**src/rtl/dma_irq_pkg.sv**
```systemverilog
package dma_irq_pkg;
  // Word layout: the positions are behaviour, since channel logic and software decode them
  localparam int unsigned WORD_W     = 32;
  localparam int unsigned LOW_LSB    = 0;
  localparam int unsigned LOW_W      = 16;
  localparam int unsigned MASK_LSB   = 16;
  localparam int unsigned ENABLE_BIT = 23;
  localparam int unsigned FLAG_LSB   = 24;
  localparam int unsigned MASTER_BIT = 31;
  localparam int unsigned FIELD_W    = 7;

  typedef struct packed {
    logic               master;
    logic [FIELD_W-1:0] flags;
    logic               enable;
    logic [FIELD_W-1:0] mask;
    logic [LOW_W-1:0]   low;
  } ctl_word_t;

  // Outcome of recording a completion in a word
  typedef struct packed {
    ctl_word_t word;
    logic      raise;
  } post_done_t;

  function automatic ctl_word_t apply_write(input ctl_word_t cur, input ctl_word_t wd);
    ctl_word_t nxt;
    nxt        = wd;
    nxt.flags  = cur.flags & ~wd.flags;
    return nxt;
  endfunction

  function automatic post_done_t apply_done(input ctl_word_t cur,
                                            input logic [FIELD_W-1:0] hit);
    post_done_t res;
    logic       any;
    res.word       = cur;
    res.word.flags = cur.flags | hit;
    any            = |(res.word.flags & res.word.mask);
    res.word.master = any & res.word.enable;
    res.raise      = any;
    return res;
  endfunction
endpackage

```
**src/rtl/dma_irq_decode.sv**
```systemverilog
module dma_irq_decode #(
  parameter int unsigned NBANK = 2,
  parameter int unsigned NSUB  = 7,
  localparam int unsigned SUB_W  = $clog2(NSUB + 1),
  localparam int unsigned BANK_W = (NBANK > 1) ? $clog2(NBANK) : 1,
  localparam int unsigned CH_W   = SUB_W + BANK_W,
  localparam int unsigned NSTOP  = NBANK * (1 << SUB_W)
) (
  input  logic              done_valid,
  input  logic [CH_W-1:0]   done_chan,
  output logic [NBANK-1:0]  bank_hit,
  output logic [NSUB-1:0]   sub_hit,
  output logic [NSTOP-1:0]  stop_vec
);
  logic [SUB_W-1:0]  sub_idx;
  logic [BANK_W-1:0] bank_idx;
  logic              accept;

  assign sub_idx  = done_chan[SUB_W-1:0];
  assign bank_idx = done_chan[CH_W-1:SUB_W];
  assign accept   = done_valid && (int'(sub_idx) < NSUB) && (int'(bank_idx) < NBANK);

  for (genvar b = 0; b < NBANK; b++) begin : g_bank
    assign bank_hit[b] = accept && (int'(bank_idx) == b);
  end

  for (genvar s = 0; s < NSUB; s++) begin : g_sub
    assign sub_hit[s] = accept && (int'(sub_idx) == s);
  end

  for (genvar k = 0; k < NSTOP; k++) begin : g_stop
    assign stop_vec[k] = accept && (int'(done_chan) == k);
  end
endmodule

```
**src/rtl/dma_irq_bank.sv**
```systemverilog
module dma_irq_bank
  import dma_irq_pkg::*;
(
  input  logic              clk,
  input  logic              rst_n,
  input  logic              wr_hit,
  input  logic [WORD_W-1:0] wr_data,
  input  logic              done_hit,
  input  logic [FIELD_W-1:0] done_sub,
  output logic [WORD_W-1:0] word_q,
  output logic              raise_q
);
  ctl_word_t  cur;
  ctl_word_t  after_wr;
  post_done_t after_done;
  ctl_word_t  nxt;
  logic       raise_d;

  assign cur = ctl_word_t'(word_q);

  always_comb begin
    after_wr   = wr_hit ? apply_write(cur, ctl_word_t'(wr_data)) : cur;
    after_done = apply_done(after_wr, done_sub);
    if (done_hit) begin
      nxt     = after_done.word;
      raise_d = after_done.raise;
    end else begin
      nxt     = after_wr;
      raise_d = 1'b0;
    end
  end

  always_ff @(posedge clk or negedge rst_n) begin
    if (!rst_n) begin
      word_q  <= '0;
      raise_q <= 1'b0;
    end else begin
      word_q  <= WORD_W'(nxt);
      raise_q <= raise_d;
    end
  end
endmodule

```
**src/rtl/dma_irq_out.sv**
```systemverilog
module dma_irq_out #(
  parameter int unsigned NBANK = 2,
  parameter int unsigned NSTOP = 16
) (
  input  logic             clk,
  input  logic             rst_n,
  input  logic [NBANK-1:0] raise_q,
  input  logic [NSTOP-1:0] stop_d,
  output logic             irq_pulse,
  output logic [NSTOP-1:0] chan_stop
);
  // Bank raise flags are already registered; only one bank can raise per edge
  assign irq_pulse = |raise_q;

  always_ff @(posedge clk or negedge rst_n) begin
    if (!rst_n) chan_stop <= '0;
    else        chan_stop <= stop_d;
  end
endmodule

```
**src/rtl/dma_irq_ctrl.sv**
```systemverilog
module dma_irq_ctrl
  import dma_irq_pkg::*;
#(
  parameter int unsigned NBANK = 2,
  parameter int unsigned NSUB  = 7,
  localparam int unsigned SUB_W  = $clog2(NSUB + 1),
  localparam int unsigned BANK_W = (NBANK > 1) ? $clog2(NBANK) : 1,
  localparam int unsigned CH_W   = SUB_W + BANK_W,
  localparam int unsigned NSTOP  = NBANK * (1 << SUB_W)
) (
  input  logic               clk,
  input  logic               rst_n,
  input  logic               wr_en,
  input  logic [BANK_W-1:0]  wr_sel,
  input  logic [WORD_W-1:0]  wr_data,
  input  logic [BANK_W-1:0]  rd_sel,
  output logic [WORD_W-1:0]  rd_data,
  input  logic               done_valid,
  input  logic [CH_W-1:0]    done_chan,
  output logic               irq_pulse,
  output logic [NSTOP-1:0]   chan_stop
);
  logic [NBANK-1:0]             bank_hit;
  logic [NSUB-1:0]              sub_hit;
  logic [NSTOP-1:0]             stop_vec;
  logic [FIELD_W-1:0]           sub_field;
  logic [NBANK-1:0]             raise_q;
  logic [NBANK-1:0][WORD_W-1:0] regs_q;

  dma_irq_decode #(.NBANK(NBANK), .NSUB(NSUB)) u_dec (
    .done_valid (done_valid),
    .done_chan  (done_chan),
    .bank_hit   (bank_hit),
    .sub_hit    (sub_hit),
    .stop_vec   (stop_vec)
  );

  assign sub_field = FIELD_W'(sub_hit);

  for (genvar b = 0; b < NBANK; b++) begin : g_bank
    logic wr_hit_b;
    assign wr_hit_b = wr_en && (int'(wr_sel) == b);
    dma_irq_bank u_bank (
      .clk      (clk),
      .rst_n    (rst_n),
      .wr_hit   (wr_hit_b),
      .wr_data  (wr_data),
      .done_hit (bank_hit[b]),
      .done_sub (sub_field),
      .word_q   (regs_q[b]),
      .raise_q  (raise_q[b])
    );
  end

  assign rd_data = (int'(rd_sel) < NBANK) ? regs_q[rd_sel] : '0;

  dma_irq_out #(.NBANK(NBANK), .NSTOP(NSTOP)) u_out (
    .clk       (clk),
    .rst_n     (rst_n),
    .raise_q   (raise_q),
    .stop_d    (stop_vec),
    .irq_pulse (irq_pulse),
    .chan_stop (chan_stop)
  );
endmodule

```
**config.mk**
```make
export PLATFORM = sky130hd
export DESIGN_NAME = dma_irq_ctrl
export DESIGN_NICKNAME = d
export VERILOG_FILES = /design/src/rtl/dma_irq_pkg.sv /design/src/rtl/dma_irq_decode.sv /design/src/rtl/dma_irq_bank.sv /design/src/rtl/dma_irq_out.sv /design/src/rtl/dma_irq_ctrl.sv
export SDC_FILE = /design/constraint.sdc
export NUM_CORES = 1
export LEC_CHECK = 0
export ABC_AREA = 1
export BUFFER_PORTS_ARGS = -buffer_cell sky130_fd_sc_hd__buf_4
export CAP_MARGIN = 20
export CORE_ASPECT_RATIO = 0.7
export CORE_UTILIZATION = 50
export DETAILED_ROUTE_END_ITERATION = 16
export HOLD_SLACK_MARGIN = 0.1
export PLACE_DENSITY = 0.76
export SETUP_SLACK_MARGIN = 0.02
export SLEW_MARGIN = 10
export SYNTH_ARGS = -nofsm -noshare
export SYNTH_HDL_FRONTEND = slang
export SYNTH_SLANG_ARGS = --single-unit
```
**constraint.sdc**
```tcl
create_clock -name clk -period 2.5 [get_ports clk]
set_clock_uncertainty 0.1 [all_clocks]
set_input_delay 0.625 -clock clk [delete_from_list [all_inputs] [get_ports clk]]
set_output_delay 0.625 -clock clk [all_outputs]
set_load 0.1 [all_outputs]
```
# [After elaboration in Yosys (flattened, before gate mapping)]
# Index checks and enable logic that the tools add are counted.
[word_totals] ff_bits=82 in_bits=42 elab_cells=84 output_inout_bits=49
[op_classes] n_reduce_logical=35 n_bitwise=11 eq_ne=21 magnitude_cmp=2 muxes=8
[ops] op="two-way mux 32 bit" count=6
[ops] op="equality test 4 bit, second input constant" count=8
[ops] op="AND 7 bit" count=4
[ops] op="logical AND 1 bit" count=28
[ops] op="equality test 4 x 3 -> 1 bit, second input constant" count=4
[ops] op="OR 7 bit" count=2
[ops] op="OR reduction 7 bit" count=2
[ops] op="equality test 3 bit, second input constant" count=4
[ops] op="equality test 4 x 2 -> 1 bit, second input constant" count=2
[ops] op="NOT 7 bit" count=1
[ops] op="equality test 3 x 2 -> 1 bit, second input constant" count=2
[ops] op="equality test 4 x 1 -> 1 bit, second input constant" count=1
[ops] op="logical NOT 4 bit" count=1
[ops] op="nonzero test 2 bit" count=2
[ops] op="logical NOT 3 bit" count=1
[ops] op="less-than comparator 3 bit, second input constant" count=1
[ops] op="AND 1 bit" count=2
[ops] op="less-than comparator 1 x 2 -> 1 bit, second input constant" count=1
[ops] op="two-way mux 1 bit" count=2
[ops] op="NOT 1 bit" count=2
[ops] op="OR reduction 2 bit" count=1

# [Longest topological paths before layout]
[logic_depth] depth_word=8 mapped_depth=12 mapped_depth_nobuf=10

# [By module]
# A second synthesis with hierarchy kept.
[unflattened] cells_unflattened=518 area_unflattened_um2=3872.5
[modules_own_cells] mod="dma_irq_bank" instances=2 seq_area_each_um2=825.8 cells_per_inst=166 area_each_um2=1357.6
[modules_own_cells] mod="dma_irq_ctrl" instances=1 seq_area_each_um2=0.0 cells_per_inst=108 area_each_um2=506.7
[modules_own_cells] mod="dma_irq_out" instances=1 seq_area_each_um2=400.4 cells_per_inst=19 area_each_um2=411.6
[modules_own_cells] mod="dma_irq_decode" instances=1 seq_area_each_um2=0.0 cells_per_inst=59 area_each_um2=239.0

# [Worst setup path before layout]
# OpenSTA, ideal clock, no wires.
[synth_timing] kind="input port to output port" start="in rd_sel" end="out rd_data[22]" path_buffers=2 cell_stages=3 slack_ps=-1321 arrival_time_ps=3096 path_cell_list="clkbuf_1 > buf_2 > o21ai_0"
[synth_via] elab_chain_len=2
[synth_rtl] item="from (decl)" line_no="dma_irq_ctrl.sv:16" source="input logic [BANK_W-1:0] rd_sel,"
[synth_rtl] item="two-way mux 32 bit (implied by the code) (2 in a row)" line_no="dma_irq_ctrl.sv:55" source="assign rd_data = (int'(rd_sel) < NBANK) ? regs_q[rd_sel] : '0;"
[synth_rtl] item="to (decl)" line_no="dma_irq_ctrl.sv:17" source="output logic [WORD_W-1:0] rd_data,"
# No other way between the ends. The select of a mux whose other input is x is not followed.

# [Worst setup path after layout]
[layout_timing] start="in rd_sel" end="out rd_data[31]"
# Same word-level chain as after synthesis.

==> impl_metrics.py <==
metrics = {
    "finish": {
        "area_growth_pct": 26.87,
        "layout_common_cells": "106 x nand2_1, 95 x buf_4, 82 x dfrtp_1",
        "diodes": 0,
        "seq_area_sq_um": 2052,
        "final_common_cell": "nand2_1",
        "multiInputGateArea_sq_um": 1345,
        "fillers": 567,
        "fin_nets": 525,
        "final_core_util_pct": 66.74,
        "postLayoutCellArea_sq_um": 4572,
        "drive_gt1_share_pct": 30.18,
    },
    "die": {
        "rows": 25,
        "die_h_um": 73.03,
        "die_w_um": 103.5,
        "pin_count": 91,
        "die_area_sq_um": 7556,
        "start_util_pct": 52.60,
        "core_area_sq_um": 6850,
    },
    "synthesis": {
        "syn_inst": 392,
        "synthDistinctLibCells": 22,
        "yosys_warnings": 0,
        "yosysSeqAreaShare_pct": 56.94,
        "synth-seq-cells": 82,
        "syn_area_per_cell_sq_um": 9.192,
        "netlist_area_sq_um": 3603,
    },
    "timing": {
        "post-route-period-util_pct": 97.17,
        "setup-tns-final_ps": 0,
        "holdWs_ps": 130.3,
        "hold_viol_final": 0,
        "rsz0062_at_grt": "no",
        "fmax_mhz": 411.6,
        "fin_crit_ps": 2429,
        "slew_viol_final": 0,
        "setup_viol": 0,
    },
    "drt": {
        "drc": 0,
        "wl_per_cell_um": 14.19,
        "drt-met1-wl_mm": 3.886,
        "drtAntennaViolNets": 0,
        "via_per_inst": 4.941,
        "dr_wl_met3_um": 482,
        "wl_met2_mm": 3.823,
        "vias": 2871,
        "routed.top_layer": "met4",
        "wirelength_mm": 8.242,
        "drtIter0Drc": 126,
        "first_pass_iters": 4,
    },
    "setup_path": {
        "end_kind": "output pin",
        "cp.arrival_ps": 1700,
        "crit_buf_inv": 2,
        "cp-start-kind": "input port",
        "cp_common_cell": "buf_4",
        "path_class": "input port to output pin",
        "slowest_delay_ps": 420,
        "worstPathRequired_ps": 1770,
        "worstPathMaxFanout": 34,
        "crit_chain": "buf_4 -> mux2_2 -> buf_4",
        "crit_family": "buffers and inverters",
        "cp_slowest_cell": "mux2_2",
        "startpoint": "rd_sel",
        "r2r-start": "g_bank[0].u_bank.word_q[21]",
    },
    "clock_tree": {
        "cts_tree": "built",
        "clk_latency_ps": 340,
        "cts_buffers": 9,
        "htreeDepth": 3,
        "clk_pin_slew_worst_paths_ps": 80,
        "cts_resized": 0,
        "ctsHoldBuffers": 0,
        "root_buffer": "clkbuf_8",
        "post_cts_buffers": 0,
        "clock_sinks": 82,
        "cts_buffer_depth": 2,
    },
    "power": {
        "pwr-share-seq_pct": 41.8,
        "ir_worst_vdd_v": 0.0003766,
        "p_clk_share_pct": 25.5,
        "internal-power_mw": 2.243,
        "pwr-share-comb_pct": 32.7,
        "p_per_area_nw_per_um2": 802.6,
        "p_switching_mw": 1.426,
        "switching_share_pct": 38.87,
        "p_leak_nw": 2.443,
        "total_power_mw": 3.669,
    },
    "global_routing": {
        "grt_pass1_vias": 2607,
        "grt_util_all_layers_pct": 22.91,
        "antenna_found_initial": 0,
        "grt_pass1_wl_mm": 12.85,
        "overflow": 0,
        "grt_start_max_net_pins": 49,
    },
    "min_path": {
        "min_path_type": "input port to async pin",
    },
    "run_status": {
        "status": "finished clean",
    },
    "placement": {
        "dp.final_hpwl_mm": 5.799,
        "gp_congestion": 0.8561,
        "place_area_sq_um": 4387,
        "io_buffer_count": 90,
    },
    "flow_run": {
        "maxCapViolCount": 0,
    },
}
[metrics by stage]
stage | cells | setup slack [ps]
2_1_floorplan | 393 | -53.29
3_3_place_gp | 566 | 96.27
3_5_place_dp | 566 | 70.97
4_1_cts | 581 | 68.75
5_1_grt | 581 | 38.28
6_report | 581 | 70.65
[sequential cells by signal, indices dropped and copies added (netlist names)]
| register | count |
|---|---|
| g_bank.u_bank.word_q | 64 |
| u_out.chan_stop | 16 |
| g_bank.u_bank.raise_q | 2 |
[area by class of cell]
cell class	count	share of cell area, %
clock buffers	12	3.175
clock inverters	3	0.8758
inverters	37	3.038
multi-input cells	257	29.42
flip-flops and latches	82	44.88
well taps	94	2.573
repair buffers	96	16.04
[worst reg2reg max path, cell delays in order, from the launching register on]
cell	delay [ps]
dfrtp_1	390
nand2_1	70
o21ai_0	150
nand2_1	120
nand2_1	60
nor2_1	140
nand2_1	70
nand3_1	70
nand3_1	60
[kinds of logic after synthesis]
logic type	share of synthesized area [%]
AO/OA/AOI/OAI	9.340
buffers and inverters	6.250
flip-flops	56.94
multiplexers	9.375
other	0.1041
AND/OR/NAND/NOR	17.99
[cell usage after synthesis (all sizes together)]
library cell	instances	area share, %
buf	9	1.6
nor2	23	2.5
o31ai	1	0.21
a21oi	5	0.69
or2	1	0.17
nand2	108	11
clkbuf	8	0.83
dfrtp	82	57
conb	1	0.10
o21ai	60	8.4
nor4	3	0.52
inv	37	3.9
mux2	30	9.4
nand3	21	2.9
nand4	3	0.52
[path summary, 6_finish.rpt]
kind,endpoint,slack (ps),depth (start not counted)
max reg2reg,g_bank[0].u_bank.word_q[31],1170,8
min in group clk,g_bank[1].u_bank.word_q[7],380,2
min,g_bank[0].u_bank.word_q[14],130,1
max in group asynchronous,g_bank[0].u_bank.raise_q,1570,2
max,rd_data[31],70,3
min reg2reg,g_bank[1].u_bank.word_q[7],380,2
[power groups by stage]
stage	combinational (mW)	sequential [mW]	clock, mW
after floorplan	0.894	1.57	0
after global placement	1.19	1.55	0
after detailed placement	1.20	1.56	0
after CTS	1.21	1.53	0.956
after global routing	1.27	1.55	0.994
final	1.20	1.53	0.935
[layer usage]
| metal | vias up | track usage (%) |
|---|---|---|
| met3 | 5 | 4.789 |
| met4 | 0 | 6.416 |
| met1 | 1328 | 33.71 |
| met2 | 97 | 34.36 |
| li1 | 1441 | - |
| met5 | - | 0 |
(Power assumes the default switching activity.)
